## src/rtl/preamble_det_pkg.sv

```systemverilog
package preamble_det_pkg;

  // Strobes from control to datapath
  typedef struct packed {
    logic clear;   // wipe history, counters and phase
    logic shift;   // accept chipIn into the window
  } ctlStrb_t;

  localparam int NUM_PHASES = 2;
  localparam int MAX_BYTES  = 3;

  // Number of bytes selected by a size code (reserved code maps to max)
  function automatic int unsigned bytesOf(input logic [1:0] code);
    case (code)
      2'b00:   return 1;
      2'b01:   return 2;
      default: return MAX_BYTES;
    endcase
  endfunction

endpackage

```

## src/rtl/pdet_datapath.sv

```systemverilog
module pdet_datapath
  import preamble_det_pkg::*;
#(
  parameter int CHIPS_PER_BIT = 4,
  parameter int BITS_PER_BYTE = 8,
  parameter int CNT_W         = 7
) (
  input  logic             clk,
  input  logic             rstN,
  input  ctlStrb_t         strb,
  input  logic [1:0]       sizeQ,
  input  logic             chipIn,
  output logic             winFull,
  output logic [CNT_W-1:0] minErr
);

  localparam int BYTE_CHIPS = CHIPS_PER_BIT * BITS_PER_BYTE;
  localparam int MAX_CHIPS  = MAX_BYTES * BYTE_CHIPS;
  localparam int PH_W       = $clog2(2 * CHIPS_PER_BIT);

  logic [MAX_CHIPS-1:0] shiftReg;
  logic [CNT_W-1:0]     fill;
  logic [CNT_W-1:0]     winLen;
  logic [PH_W-1:0]      phase;
  logic                 leaving;
  logic [CNT_W-1:0]     errVec [NUM_PHASES];

  // Window length in chips for the latched size code
  always_comb begin
    winLen = CNT_W'(bytesOf(sizeQ) * BYTE_CHIPS);
  end

  // Oldest chip in the window; its reference equals the incoming one
  // because the window spans a whole number of pattern periods.
  assign leaving = shiftReg[winLen - CNT_W'(1)];
  assign winFull = (fill == winLen);

  always_ff @(posedge clk or negedge rstN) begin
    if (!rstN) begin
      shiftReg <= '0;
      fill     <= '0;
      phase    <= '0;
    end else if (strb.clear) begin
      shiftReg <= '0;
      fill     <= '0;
      phase    <= '0;
    end else if (strb.shift) begin
      shiftReg <= {shiftReg[MAX_CHIPS-2:0], chipIn};
      phase    <= phase + PH_W'(1);
      if (!winFull) fill <= fill + CNT_W'(1);
    end
  end

  // One mismatch counter per reference phase
  for (genvar p = 0; p < NUM_PHASES; p++) begin : g_phase
    logic             refBit;
    logic [CNT_W-1:0] cnt;
    logic             addErr;
    logic             subErr;

    assign refBit = ~phase[PH_W-1] ^ 1'(p);
    assign addErr = chipIn ^ refBit;
    assign subErr = winFull & (leaving ^ refBit);

    always_ff @(posedge clk or negedge rstN) begin
      if (!rstN)            cnt <= '0;
      else if (strb.clear)  cnt <= '0;
      else if (strb.shift)  cnt <= cnt + CNT_W'(addErr) - CNT_W'(subErr);
    end

    assign errVec[p] = cnt;
  end

  assign minErr = (errVec[0] <= errVec[1]) ? errVec[0] : errVec[1];

  // Fill never runs past the selected window
  a_r2_fill_cap: assert property (@(posedge clk) disable iff (!rstN)
    fill <= winLen);

  // Each chip counts as an error against exactly one phase
  a_r3_phase_sum: assert property (@(posedge clk) disable iff (!rstN)
    ({1'b0, errVec[0]} + {1'b0, errVec[1]}) == {1'b0, fill});

  // A clear leaves an empty window behind it
  a_r7_clear_empty: assert property (@(posedge clk) disable iff (!rstN)
    strb.clear |=> (fill == '0 && minErr == '0));

endmodule

```

## src/rtl/pdet_control.sv

```systemverilog
module pdet_control
  import preamble_det_pkg::*;
#(
  parameter int CNT_W = 7,
  parameter int TOL_W = 5
) (
  input  logic             clk,
  input  logic             rstN,
  input  logic             chipValid,
  input  logic             detEnable,
  input  logic             forceOff,
  input  logic [1:0]       sizeCode,
  input  logic [TOL_W-1:0] errTol,
  input  logic             winFull,
  input  logic [CNT_W-1:0] minErr,
  output ctlStrb_t         strb,
  output logic [1:0]       sizeQ,
  output logic             detIrq
);

  logic active;
  logic clear;
  logic hit;
  logic armed;

  assign active = detEnable & ~forceOff;
  assign clear  = ~active | (sizeCode != sizeQ);
  assign hit    = winFull && (32'(minErr) <= 32'(errTol));

  always_comb begin
    strb       = '0;
    strb.clear = clear;
    strb.shift = chipValid & ~clear;
  end

  always_ff @(posedge clk or negedge rstN) begin
    if (!rstN) begin
      sizeQ  <= 2'b01;
      armed  <= 1'b1;
      detIrq <= 1'b0;
    end else if (clear) begin
      sizeQ  <= sizeCode;
      armed  <= 1'b1;
      detIrq <= 1'b0;
    end else if (armed && hit) begin
      armed  <= 1'b0;
      detIrq <= 1'b1;
    end else begin
      detIrq <= 1'b0;
      if (winFull && !hit) armed <= 1'b1;
    end
  end

  a_r4_single_pulse: assert property (@(posedge clk) disable iff (!rstN)
    detIrq |=> !detIrq);

  a_r4_fire_cause: assert property (@(posedge clk) disable iff (!rstN)
    $rose(detIrq) |-> $past(hit));

  a_r6_off_silent: assert property (@(posedge clk) disable iff (!rstN)
    !active |=> !detIrq);

endmodule

```

## src/rtl/preamble_detector.sv

```systemverilog
module preamble_detector
  import preamble_det_pkg::*;
#(
  parameter int CHIPS_PER_BIT = 4,
  parameter int BITS_PER_BYTE = 8,
  parameter int TOL_W         = 5,
  localparam int CNT_W = $clog2(MAX_BYTES * CHIPS_PER_BIT * BITS_PER_BYTE + 1)
) (
  input  logic             clk,
  input  logic             rstN,
  input  logic             chipValid,
  input  logic             chipIn,
  input  logic             detEnable,
  input  logic             forceOff,
  input  logic [1:0]       sizeCode,
  input  logic [TOL_W-1:0] errTol,
  output logic             detIrq,
  output logic [CNT_W-1:0] errCount
);

  ctlStrb_t         strb;
  logic [1:0]       sizeQ;
  logic             winFull;
  logic [CNT_W-1:0] minErr;

  pdet_control #(
    .CNT_W(CNT_W),
    .TOL_W(TOL_W)
  ) ctl_i (
    .clk      (clk),
    .rstN     (rstN),
    .chipValid(chipValid),
    .detEnable(detEnable),
    .forceOff (forceOff),
    .sizeCode (sizeCode),
    .errTol   (errTol),
    .winFull  (winFull),
    .minErr   (minErr),
    .strb     (strb),
    .sizeQ    (sizeQ),
    .detIrq   (detIrq)
  );

  pdet_datapath #(
    .CHIPS_PER_BIT(CHIPS_PER_BIT),
    .BITS_PER_BYTE(BITS_PER_BYTE),
    .CNT_W        (CNT_W)
  ) dp_i (
    .clk    (clk),
    .rstN   (rstN),
    .strb   (strb),
    .sizeQ  (sizeQ),
    .chipIn (chipIn),
    .winFull(winFull),
    .minErr (minErr)
  );

  assign errCount = minErr;

endmodule

```

## config.mk

```make
export PLATFORM = sky130hd
export DESIGN_NAME = preamble_detector
export DESIGN_NICKNAME = d
export VERILOG_FILES = /design/src/rtl/preamble_det_pkg.sv /design/src/rtl/pdet_datapath.sv /design/src/rtl/pdet_control.sv /design/src/rtl/preamble_detector.sv
export SDC_FILE = /design/constraint.sdc
export NUM_CORES = 1
export LEC_CHECK = 0
export ABC_AREA = 0
export BUFFER_PORTS_ARGS = -buffer_cell sky130_fd_sc_hd__buf_2
export CORE_MARGIN = 2
export CORE_UTILIZATION = 30
export CTS_CLUSTER_DIAMETER = 60
export DETAILED_ROUTE_END_ITERATION = 10
export PLACE_DENSITY_LB_ADDON = 0.15
export RECOVER_POWER = 25
export SLEW_MARGIN = 20
export SYNTH_ARGS = -nofsm -noshare
export SYNTH_HDL_FRONTEND = slang
export SYNTH_SLANG_ARGS = --single-unit
```

## constraint.sdc

```tcl
create_clock -name clk -period 8 [get_ports clk]
set_clock_uncertainty 0.2 [all_clocks]
set_input_delay 0.8 -clock clk [delete_from_list [all_inputs] [get_ports clk]]
set_output_delay 0.8 -clock clk [all_outputs]
set_load 0.02 [all_outputs]
```

; ---- Word-level counts from Yosys, hierarchy flattened
; Index checks and enable logic that the tools add are counted.
[totals]
reg_bits = 124
input_bits = 13
out_inout_bits = 8
wordCells = 63
[classes]
n_addsub = 7
order_cmp = 3
n_eq_ne = 4
n_mux = 20
bitwise = 13
n_reduce_logical = 8
[op_table]
columns = operator, n
row1 = 2-to-1 mux 96 bit, 2
row2 = 2-to-1 mux 7 bit, 8
row3 = adder 7 x 1 -> 7 bit, 2
row4 = subtractor 7 x 1 -> 7 bit, 2
row5 = "< comparator 7 x 8 -> 1 bit, second input constant", 1
row6 = "adder 7 x 1 -> 7 bit, second input constant", 1
row7 = binary-select mux 1 bit (select 7 bit), 1
row8 = == test 7 bit, 1
row9 = less-or-equal comparator 7 x 5 -> 1 bit, 1
row10 = less-or-equal comparator 7 bit, 1
row11 = "subtractor 7 x 1 -> 7 bit, second input constant", 1
row12 = 2-to-1 mux 1 bit, 6
row13 = 2-to-1 mux 3 bit, 2
row14 = AND 1 bit, 4
row15 = inverter 1 bit, 4
row16 = one-hot mux 2 bit (2 select lines), 1
row17 = bitwise XOR 1 bit, 4
row18 = "adder 3 x 1 -> 3 bit, second input constant", 1
row19 = logical AND 1 bit, 3
row20 = nonzero test 3 bit, 1
row21 = "== test 2 x 1 -> 1 bit, second input constant", 1
row22 = logical NOT 2 bit, 1
row23 = inequality test 2 bit, 1
row24 = "inequality test 2 bit, second input constant", 1
row25 = other kinds (4), 4

; ---- Depth between registers and ports, before layout
; Gate-level depths: netlist of the first run.
[logic_depth]
word_depth = 10
depth_mapped = 15
ltp_nobuf = 15

; ---- By module
; Synthesis of the first run repeated with hierarchy kept, for this count alone.
[hier_totals]
hier_cells = 569
hier_area_um2 = 6180.9
[modules_own_cells]
columns = mod, instances, cells_per_inst, area_each_um2
row1 = pdet_datapath, 1, 533, 5856.9
row2 = pdet_control, 1, 36, 324.1

; ---- Least setup slack after synthesis of the first run
; OpenSTA, ideal clock, no wires.
[synth_timing]
path_type = register -> register
from = reg dp_i.g_phase[1].cnt[5]
to = reg ctl_i.detIrq
setup_ns = 0.067
arrival_ns = 2.931
t_required_ns = 7.733
setup_slack_ns = 4.802
stages_incl_launch_ff = 14
period_less_slack_ns = 3.198
cell_sequence = dfrtp_1 > inv_1 > ha_1 > o21ai_0 > nor2_1 > o31ai_2 > buf_2 > o21ai_0 > ha_1 > nor2b_1 > o211ai_1 > a21oi_1 > nor3_2 > and3_1
[synth_via]
elab_chain_len = 7
[synth_rtl]
columns = item, line_no
row1 = from (decl), pdet_datapath.sv:57  ; logic [CNT_W-1:0] cnt;
row2 = from (signal assigned), pdet_datapath.sv:68  ; else if (strb.shift) cnt <= cnt + CNT_W'(addErr) - CNT_W'(subErr);
row3 = less-or-equal comparator 7 bit, pdet_datapath.sv:74  ; assign minErr = (errVec[0] <= errVec[1]) ? errVec[0] : errVec[1];
row4 = 2-to-1 mux 7 bit, pdet_datapath.sv:74
row5 = net errCount[1], preamble_detector.sv:18  ; output logic [CNT_W-1:0] errCount
row6 = less-or-equal comparator 7 x 5 -> 1 bit, pdet_control.sv:28  ; assign hit = winFull && (32'(minErr) <= 32'(errTol));
row7 = logical AND 1 bit, pdet_control.sv:28
row8 = logical AND 1 bit, pdet_control.sv:45  ; end else if (armed && hit) begin
row9 = 2-to-1 mux 1 bit, pdet_control.sv:45
row10 = 2-to-1 mux 1 bit, pdet_control.sv:41  ; end else if (clear) begin
row11 = to (signal assigned), pdet_control.sv:40  ; detIrq <= 1'b0;
row12 = to (signal assigned), pdet_control.sv:44  ; detIrq <= 1'b0;
row13 = to (signal assigned), pdet_control.sv:47  ; detIrq <= 1'b1;
row14 = to (decl), pdet_control.sv:18  ; output logic detIrq
; The timed path passes the listed nets, and every way through them passes these cells.
; A chain may end at the register's enable or synchronous reset.

==> impl_metrics.json, run 1 <==
{
  "clock.fmax_ghz": 0.2532,
  "crit_arrival_ns": 4.18,
  "cts_tree": "done",
  "synthTopCellsByArea": "dfrtp_1 (49%), mux2i_1 (17%), nor2_1 (7.4%)",
  "worst_pin_slew_ns": 3.326,
  "async_reset_ff_frac": 1.000,
  "dp_hpwl_mm": 7.036,
  "synth_simple_gate_area_frac": 0.1214,
  "drive_above_1_share": 0.09459,
  "cp_top_family": "buffers and inverters",
  "drt_iter0_drc": 279,
  "ys_warn_count": 0,
  "ctsResizeCount": 0,
  "syn_nets": 613,
  "violations": "capacitance limit, slew limit",
  "ys_ff_latch": 124,
  "synth_top_family_by_area": "multiplexers",
  "grt_usage": 0.1148,
  "grt-ovfl-total": 0,
  "initial_core_util": 0.3066,
  "synth_compound_area_frac": 0.06977,
  "antenna_found_initial": 0,
  "powerDensity_nw_per_um2": 203.2,
  "max_cap_viol_count": 1,
  "syn_area_um2": 6205,
  "insertion_delay_ns": 0.42,
  "worstSetupPathType": "input pin to async pin",
  "grt_max_degree": 92,
  "vias": 3955,
  "clockBufferDepth": 2,
  "hold_ws_ns": 0.3194,
  "yosysTopAreaCell": "dfrtp_1",
  "setup_viol": 0,
  "finalCritPeriodShare": 0.4937,
  "synthFlopType": "dfrtp_1",
  "cts.sinks": 124,
  "synth_area_per_cell_um2": 10.90,
  "htree_num_levels": 4,
  "hold_viol": 0,
  "drv_slew": 60,
  "rsz0062_at_grt": "no",
  "ys_seq_area_frac": 0.5005,
  "rows": 52,
  "ys_types": 48,
  "wl_per_cell_um": 13.38,
  "path_clk_slew_ns": 0.06,
  "power_uw": 1421,
  "coreArea_um2": 20230,
  "slew-limit-headroom": -1.217,
  "leakage_uw": 0.003233,
  "yosys.area_share.adder": 0.06493,
  "root_buffer": "clkbuf_16",
  "critical_path.slowest_cell": "clkbuf_1",
  "cp_data_required_time_ns": 8.23,
  "finish.net_count": 623,
  "synthCells": 569,
  "numCtsBuffers": 17,
  "synth_edf_count": 0,
  "post_cts_buffers": 0,
  "io-pin-count": 21,
  "routed_wl_mm": 11.54,
  "area_growth_pct": 12.70,
  "n_antenna_cell": 0,
  "synth_xor_area_frac": 0.01694,
  "status": "complete, but fails checks",
  "endpoint_kind": "async pin",
  "ir_worst_vdd_v": 0.0001422,
  "cp_cell_sequence": "clkbuf_1, buf_4",
  "numPortBuffers": 20,
  "critPathLaunchType": "input pin",
  "synth_top_area_share": 0.4920,
  "cp_max_fo": 66,
  "finalSetupTns_ns": 0,
  "period_minus_slack_ns": 3.950,
  "place_congestion": 0.7366,
  "first_pass_iters": 4,
  "synthMuxAreaShare": 0.1742,
  "die_h_um": 147.8,
  "crit_buf_inv": 2,
  "hold_path_class": "register to register",
  "cts_hold_buf": 0,
  "grt_pass1_wl_mm": 20.33,
  "drc": 0,
  "cpPeakStageDelay_ns": 2.28,
  "postRouteAntennaNets": 0,
  "vias_per_cell": 4.588,
  "die_w_um": 147.8,
  "die_area_um2": 21850,
  "grt_pass1_vias": 4023
}
## cells in the final DEF (no fill, tap or decap), drive strengths merged, types with 8 or more instances in the layout
master  netlist  routed
clkbuf       14      24
a211oi        9       9
xor2          8       8
nor2        122     122
ha           29      29
dfrtp       122     122
mux2i       108     108
buf          18      19
a21oi        11      11
o21ai        16      16
inv          26      29
nand2        17      17
## routing by layer
layer  part of all wire  vias to the layer above  global-route usage
li1                   -                     1976                   -
met1               0.50                     1921              0.1574
met2               0.44                       43              0.1737
met3              0.037                       15             0.03086
met4              0.015                        0             0.04429
met5                  0                        -                   0
## area by class of cell
cell class | instances | area (um^2)
multi-input cells | 387 | 2775
clock buffers | 20 | 436.7
well taps | 270 | 337.8
inverters | 26 | 97.59
flip-flops and latches | 124 | 3105
clock inverters | 12 | 116.4
fillers | 2024 | 13240
repair buffers | 23 | 123.9
## per-stage QoR
step | util | instance area, um^2 | instances | setup WS, ns
floorplan | - | 6205 | 569 | 4.803
global placement | 0.3189 | 6452 | 830 | 4.350
detailed placement | 0.3189 | 6452 | 830 | 4.339
CTS | 0.3462 | 7005 | 862 | 4.163
global route | 0.3456 | 6993 | 862 | 3.386
finish | 0.3456 | 6993 | 862 | 4.050
## cell families (layout without fill, tap and decap cells)
group / after synthesis / count (layout)
AND/OR/NAND/NOR: 175 / 175
flip-flops: 124 / 124
multiplexers: 108 / 108
AO/OA/AOI/OAI: 61 / 61
buffers and inverters: 58 / 81
adder cells (fa/ha/maj): 31 / 31
XOR/XNOR: 12 / 12
## worst paths after layout
path | slack, ns | start | to | cells after the start
min in group asynchronous | 1.28 | rstN | dp_i.shiftReg[72] | 1
max in group clk | 4.18 | dp_i.g_phase[1].cnt[5] | errCount[4] | 7
max reg2reg | 4.40 | dp_i.g_phase[1].cnt[5] | ctl_i.detIrq | 12
max | 4.05 | rstN | dp_i.shiftReg[14] | 2
min reg2reg | 0.32 | dp_i.shiftReg[41] | dp_i.shiftReg[41] | 2
min | 0.32 | dp_i.shiftReg[41] | dp_i.shiftReg[41] | 2
## synthesized netlist by cell type, types with 3 or more instances
library cell and number:
a211oi_1 9, a21oi_1 9, and3_1 5, buf_4 4
buf_6 12, clkbuf_1 14, dfrtp_1 122, ha_1 29
inv_1 26, mux2i_1 108, nand2_1 17, nand2b_1 3
nand4_1 6, nor2_1 122, nor2b_1 4, nor3_1 3
o21a_1 3, o21ai_0 15, or3_1 6, xnor2_1 4
xor2_1 8
## registers in the layout (all words and copies together) (netlist names)
signal,flops
dp_i.fill,7
ctl_i.armed,1
dp_i.phase,3
ctl_i.sizeQ,2
ctl_i.detIrq,1
dp_i.shiftReg,96
dp_i.g_phase.cnt,14
## power breakdown
part	total [uW]	leakage [uW]	switching [uW]	internal, uW
registers	631	0.00172	1.65	629
logic	68.6	0.00124	46.7	21.9
clock network	722	0.000265	292	430
total	1420	0.00323	340	1080
No activity file was read; power rests on OpenSTA's default activity.
==> run 2, diff against run 1 <==
==> constraint.sdc (replaced) <==
create_clock -name clk -period 3.6 [get_ports clk]
set_clock_uncertainty 0.2 [all_clocks]
set_input_delay 0.36 -clock clk [delete_from_list [all_inputs] [get_ports clk]]
set_output_delay 0.36 -clock clk [all_outputs]
set_load 0.02 [all_outputs]
==> run 2 against run 1 <==
Net effect: the flow still finishes with violations (capacitance limit, slew limit); cell count grew 1.2%; cell area is 2.2% higher; critical path depth rose by 12; sequential share of layout area shrank 0.96 points; count of clock-buffer cells in the layout stayed put; clock power increased by 130%; utilization is 0.77 points higher; die area unchanged; combinational power grew 130%; worst hold slack lost 0.28 ns; sequential cell count is the same; critical path type is now register to register; highest routed layer unchanged.
==> impl_metrics.json, run 2 (synthesis gave the netlist of run 1 again) <==
{
  "largest-register": "dp_i.shiftReg",
  "grt_pass1_vias": 4032,
  "cp_cell_sequence": "mux2i_1, o21ai_0, xnor2_1, nor2b_2, ha_1, inv_1, ha_1, inv_1, fa_2, nor2b_2, o31a_1, or3_1, a31o_1, a21oi_2",
  "endpoint_kind": "register",
  "wl_met2_mm": 5.188,
  "routed_wl_mm": 11.28,
  "root_buffer": "clkbuf_16",
  "drv_slew": 43,
  "ir_worst_vdd_v": 0.0003039,
  "cp_top_family": "compound AO/OA/AOI/OAI gates",
  "slew-limit-headroom": -0.5835,
  "antenna_found_initial": 0,
  "dp_hpwl_mm": 7.416,
  "die_w_um": 147.8,
  "worstSetupPathType": "register to register",
  "die_h_um": 147.8,
  "wl_per_cell_um": 12.94,
  "wl_met1_mm": 5.604,
  "drc": 0,
  "clkPwrFrac": 0.519,
  "drive_above_1_share": 0.1179,
  "finalSetupTns_ns": 0,
  "cp_data_required_time_ns": 3.74,
  "vias": 3969,
  "setup_viol": 0,
  "numPortBuffers": 20,
  "grt_pass1_wl_mm": 19.53,
  "largest_reg_flops": 96,
  "insertion_delay_ns": 0.41,
  "rows": 52,
  "placed_area_um2": 6510,
  "layout_common_cells": "nor2_1 (122), dfrtp_1 (122), mux2i_1 (108)",
  "dr_wl_met3_um": 324,
  "max_cap_viol_count": 1,
  "seq_power_share": 0.432,
  "hold_viol": 0,
  "cts.sinks": 124,
  "n_antenna_cell": 0,
  "initial_core_util": 0.3066,
  "switchingPower_uw": 732.8,
  "crit_arrival_ns": 3.50,
  "cts_tree": "done",
  "period_minus_slack_ns": 3.361,
  "finish.net_count": 633,
  "p_int_uw": 2514,
  "finalCritPeriodShare": 0.9336,
  "finalInstanceArea_um2": 7148,
  "path_clk_slew_ns": 0.06,
  "crit_buf_inv": 2,
  "top_layer": "met4",
  "switching_share": 0.2257,
  "io-pin-count": 21,
  "place_congestion": 0.7576,
  "rsz0062_at_grt": "no",
  "fin_util": 0.3533,
  "grt_max_degree": 79,
  "grt_usage": 0.1110,
  "powerDensity_nw_per_um2": 454.2,
  "htree_num_levels": 4,
  "drt_iter0_drc": 139,
  "worst_pin_slew_ns": 2.375,
  "coreArea_um2": 20230,
  "vias_per_cell": 4.552,
  "postRouteAntennaNets": 0,
  "violations": "capacitance limit, slew limit",
  "critical_path.slowest_cell": "dfstp_2",
  "hold_path_class": "input pin to register",
  "status": "complete, but fails checks",
  "first_pass_iters": 4,
  "clockBufferDepth": 2,
  "area_growth_pct": 15.20,
  "critPathLaunchType": "register",
  "numCtsBuffers": 17,
  "combPwrFrac": 0.050,
  "leakage_uw": 0.003300,
  "grt-ovfl-total": 0,
  "cp_max_fo": 4,
  "hold_ws_ns": 0.03798,
  "largest_registers": "dp_i.shiftReg: 96 flops, dp_i.g_phase.cnt: 14 flops, dp_i.fill: 7 flops",
  "cpPeakStageDelay_ns": 0.56,
  "die_area_um2": 21850,
  "clock.fmax_ghz": 0.2975
}
==> run 2: cell types whose count changed in the layout (fill, tap and decap cells not counted), sizes merged <==
cell	previous run	this run
inv	29	28
clkinvlp	2	5
buf	19	25
bufinv	1	2
clkinv	6	3
dlygate4sd3	0	3
clkbuf	24	25
==> run 2: area by class of cell <==
| cell class | instances | area [um^2] |
|---|---|---|
| fillers | 2045 | 13090 |
| flip-flops and latches | 124 | 3105 |
| multi-input cells | 387 | 2794 |
| clock buffers | 20 | 456.7 |
| well taps | 270 | 337.8 |
| repair buffers | 33 | 219.0 |
| clock inverters | 12 | 137.6 |
| inverters | 26 | 97.59 |
==> run 2: power by group through the flow <==
stage	clock, uW	sequential [uW]	combinational, uW
global placement	0	1430	162
global route	1810	1400	182
finish	1680	1400	161
detailed placement	0	1430	163
CTS	1740	1400	166
floorplan	0	1430	112
==> run 2: final timing paths <==
path | start | to | slack, ns | cells past startpoint
setup / recovery | ctl_i.sizeQ[0] | dp_i.g_phase[0].cnt[6] | 0.24 | 14
hold / removal | chipIn | dp_i.shiftReg[0] | 0.04 | 3
setup reg to reg | ctl_i.sizeQ[0] | dp_i.g_phase[0].cnt[6] | 0.24 | 14
hold reg to reg | dp_i.shiftReg[8] | dp_i.shiftReg[8] | 0.32 | 2
max in group asynchronous | rstN | dp_i.shiftReg[30] | 0.64 | 3
min in group asynchronous | rstN | dp_i.shiftReg[59] | 1.02 | 2
==> run 2: per-layer routing <==
metal,GRT usage,vias up
met5,0,-
met4,0.03952,0
met3,0.03117,12
met2,0.1791,46
met1,0.1434,1921
li1,-,1990
==> run 2: repair_timing <==
item                       in CTS  in global routing
hold buffers                    3                  0
hold endpoints to repair       39                  0
setup buffers                   0                  1
gates resized for setup         0                  4
setup endpoints to repair       0                  6
==> run 2: worst reg2reg max path, cell delays in order (launching register included) <==
cell	delay, ns
dfstp_2	0.56
mux2i_1	0.20
o21ai_0	0.12
xnor2_1	0.16
nor2b_2	0.17
ha_1	0.28
inv_1	0.04
ha_1	0.22
inv_1	0.08
fa_2	0.22
nor2b_2	0.05
o31a_1	0.30
or3_1	0.37
a31o_1	0.20
a21oi_2	0.12
==> run 2: per-stage QoR <==
step           total power, uW  cells  worst slack [ns]
2_1_floorplan             1538    569            0.4025
5_1_grt                   3390    872           0.01603
4_1_cts                   3306    871           0.09923
6_report                  3246    872            0.2389
3_3_place_gp              1587    836            0.2851
3_5_place_dp              1589    836            0.1168
==> run 3, diff against run 2 <==
--- a/config.mk
+++ b/config.mk
@@ -5,7 +5,7 @@
 export SDC_FILE = /design/constraint.sdc
 export NUM_CORES = 1
 export LEC_CHECK = 0
-export ABC_AREA = 0
+export ABC_AREA = 1
 export BUFFER_PORTS_ARGS = -buffer_cell sky130_fd_sc_hd__buf_2
 export CORE_MARGIN = 2
 export CORE_UTILIZATION = 30
==> run 3 against run 2 <==
Net effect: the flow still finishes with violations (capacitance limit, slew limit); sequential share of layout area increased by 0.92 points; largest power group unchanged; register-to-register slack improved by 0.21 ns; clock power about the same; critical path depth increased by 2; non-clock buffer count decreased by 4; critical path type unchanged; count of clock-buffer cells in the layout decreased by 1; die area decreased by 2.4%; largest cell class unchanged; maximum frequency increased by 6.5%.
==> impl_metrics.json, run 3 <==
{
  "status": "complete, but fails checks",
  "violations": "capacitance limit, slew limit",
  "syn_area_um2": 6050,
  "clock.fmax_ghz": 0.3170,
  "area_growth_pct": 15.72,
  "ys_seq_area_frac": 0.5133,
  "io-pin-count": 21,
  "largest-register": "dp_i.shiftReg",
  "powerDensity_nw_per_um2": 456.5,
  "drc": 0,
  "htree_num_levels": 4,
  "yosysTopAreaCell": "dfrtp_1",
  "drt_iter0_drc": 143,
  "grt_usage": 0.1169,
  "place_congestion": 0.8275,
  "insertion_delay_ns": 0.42,
  "mostFrequentLayoutCell": "inv_1",
  "cpPeakStageDelay_ns": 0.43,
  "largest_registers": "dp_i.shiftReg: 96 flops, dp_i.g_phase.cnt: 14 flops, dp_i.fill: 7 flops",
  "synth_edf_count": 0,
  "synthTopCellsByArea": "dfrtp_1 (50%), inv_1 (9.2%), o22ai_2 (8.3%)",
  "ys_types": 32,
  "vias_per_cell": 4.516,
  "dp_cells": 891,
  "numPortBuffers": 20,
  "grt_max_degree": 80,
  "synthFlopType": "dfrtp_1",
  "synth_commonest_cells": "inv_1 (148), dfrtp_1 (122), nand2_1 (82)",
  "ys_ff_latch": 124,
  "hold_path_class": "input pin to register",
  "rows": 51,
  "path_clk_slew_ns": 0.06,
  "wl_per_cell_um": 12.37,
  "ir_worst_vdd_v": 0.0003109,
  "root_buffer": "clkbuf_16",
  "worst_pin_slew_ns": 2.008,
  "finish.net_count": 692,
  "stdcell_count": 926,
  "n_antenna_cell": 0,
  "cts_tree": "done",
  "worstSetupPathType": "register to register",
  "crit_buf_inv": 1,
  "cp_max_fo": 12,
  "grt_pass1_vias": 4330,
  "reg2reg_slack_ns": 0.45,
  "slew-limit-headroom": -0.3383,
  "period_minus_slack_ns": 3.155,
  "async_reset_ff_frac": 1.000,
  "syn_nets": 669,
  "routed_wl_mm": 11.45,
  "synthCells": 625,
  "largest_reg_flops": 96,
  "rsz0062_at_grt": "no",
  "cp_data_required_time_ns": 3.73,
  "postRouteAntennaNets": 0,
  "cp_cell_sequence": "inv_1, ha_1, nand2_1, nor2_1, nand2_1, nand2_1, nand2_1, o21ai_0, ha_1, a21oi_1, nand2_1, nand2_1, nand2_1, a21oi_1, nand3_1, nor2_1",
  "vias": 4182,
  "ys_warn_count": 0,
  "die_w_um": 146.0,
  "numCtsBuffers": 17,
  "cts.sinks": 124,
  "synth_top_area_share": 0.5047,
  "synth_area_per_cell_um2": 9.679,
  "setup_viol": 0,
  "die_area_um2": 21320,
  "initial_core_util": 0.3078,
  "max_cap_viol_count": 1,
  "grt-ovfl-total": 0,
  "first_pass_iters": 4,
  "crit_arrival_ns": 3.29,
  "endpoint_kind": "register",
  "grt_pass1_wl_mm": 20.22,
  "cp_top_family": "simple AND/OR/NAND/NOR gates",
  "leakage_uw": 0.003058,
  "finalSetupTns_ns": 0,
  "clockBufferDepth": 2,
  "drive_above_1_share": 0.1619,
  "critical_path.slowest_cell": "dfrtp_1",
  "coreArea_um2": 19650,
  "hold_viol": 0,
  "antenna_found_initial": 0,
  "layout_common_cells": "inv_1 (148), dfrtp_1 (122), nand2_1 (82)",
  "yosysMostFrequentCell": "inv_1",
  "dp_hpwl_mm": 7.378,
  "critPathLaunchType": "register",
  "drv_slew": 80,
  "post_cts_buffers": 0,
  "cp_common_cell": "nand2_1",
  "die_h_um": 146.0,
  "finalCritPeriodShare": 0.8763
}
[run 3: cell type report]
cell class / instances / area (um^2)
Clock inverter: 13 / 142.6
Tap cell: 265 / 331.6
Fill cell: 2046 / 12650
Sequential cell: 124 / 3105
Clock buffer: 19 / 442.9
Multi-Input combinational cell: 324 / 2215
Inverter: 152 / 578.1
Timing Repair Buffer: 29 / 185.2
[run 3: repair_timing]
action,CTS,global route
hold buffers,3,0
hold endpoints to repair,77,0
gates resized for setup,0,0
[run 3: logic make-up after synthesis]
logic type | after synthesis | synth area share
compound gates | 140 | 0.1806
simple gates | 142 | 0.1030
buf+inv | 177 | 0.1206
fa+ha+maj | 31 | 0.06660
xor+xnor | 11 | 0.01593
flops | 124 | 0.5133
[run 3: routing by layer]
layer  wire (um)  GRT usage  vias to the layer above
met2        5562     0.1953                       38
met5           0          0                        -
met1        5317     0.1424                     2036
met3         309    0.02853                       25
met4         263    0.05485                        0
li1            -          -                     2083
[run 3: through the flow]
step                hold slack [ns]  area [um^2]    util  power [uW]  setup slack [ns]
finish                      0.02124         7000  0.3562        3196            0.4453
global placement             0.2822         6390  0.3251        1548            0.5542
floorplan                   -0.1356         6050       -        1494            0.5561
CTS                         0.01470         7005  0.3564        3258            0.4548
detailed placement           0.2799         6390  0.3251        1551            0.4615
global route                0.05904         7000  0.3562        3321            0.1990
[run 3: final timing paths]
path | start | end | cells after the start
worst max-delay path | dp_i.g_phase[1].cnt[6] | ctl_i.detIrq | 16
worst min-delay path | chipIn | dp_i.shiftReg[0] | 3
worst max register to register | dp_i.g_phase[1].cnt[6] | ctl_i.detIrq | 16
worst min register to register | dp_i.shiftReg[95] | dp_i.shiftReg[95] | 2
max in group asynchronous | rstN | ctl_i.sizeQ[0] | 3
min in group asynchronous | rstN | dp_i.g_phase[1].cnt[3] | 2
[run 3: where the power goes]
part	switching [uW]	leakage, uW	internal [uW]
Clock	635	0.000272	1040
Sequential	2.21	0.00172	1400
Combinational	90.7	0.00106	33.2
Total	728	0.00306	2470
[run 3: worst min-delay path: cells and delay by family]
| family | cells | cell delay [ns] |
|---|---|---|
| AOI/OAI and AO/OA | 1 | 0.07 |
| buffers and inverters | 1 | 0.11 |
| and+or+nand+nor | 1 | 0.05 |
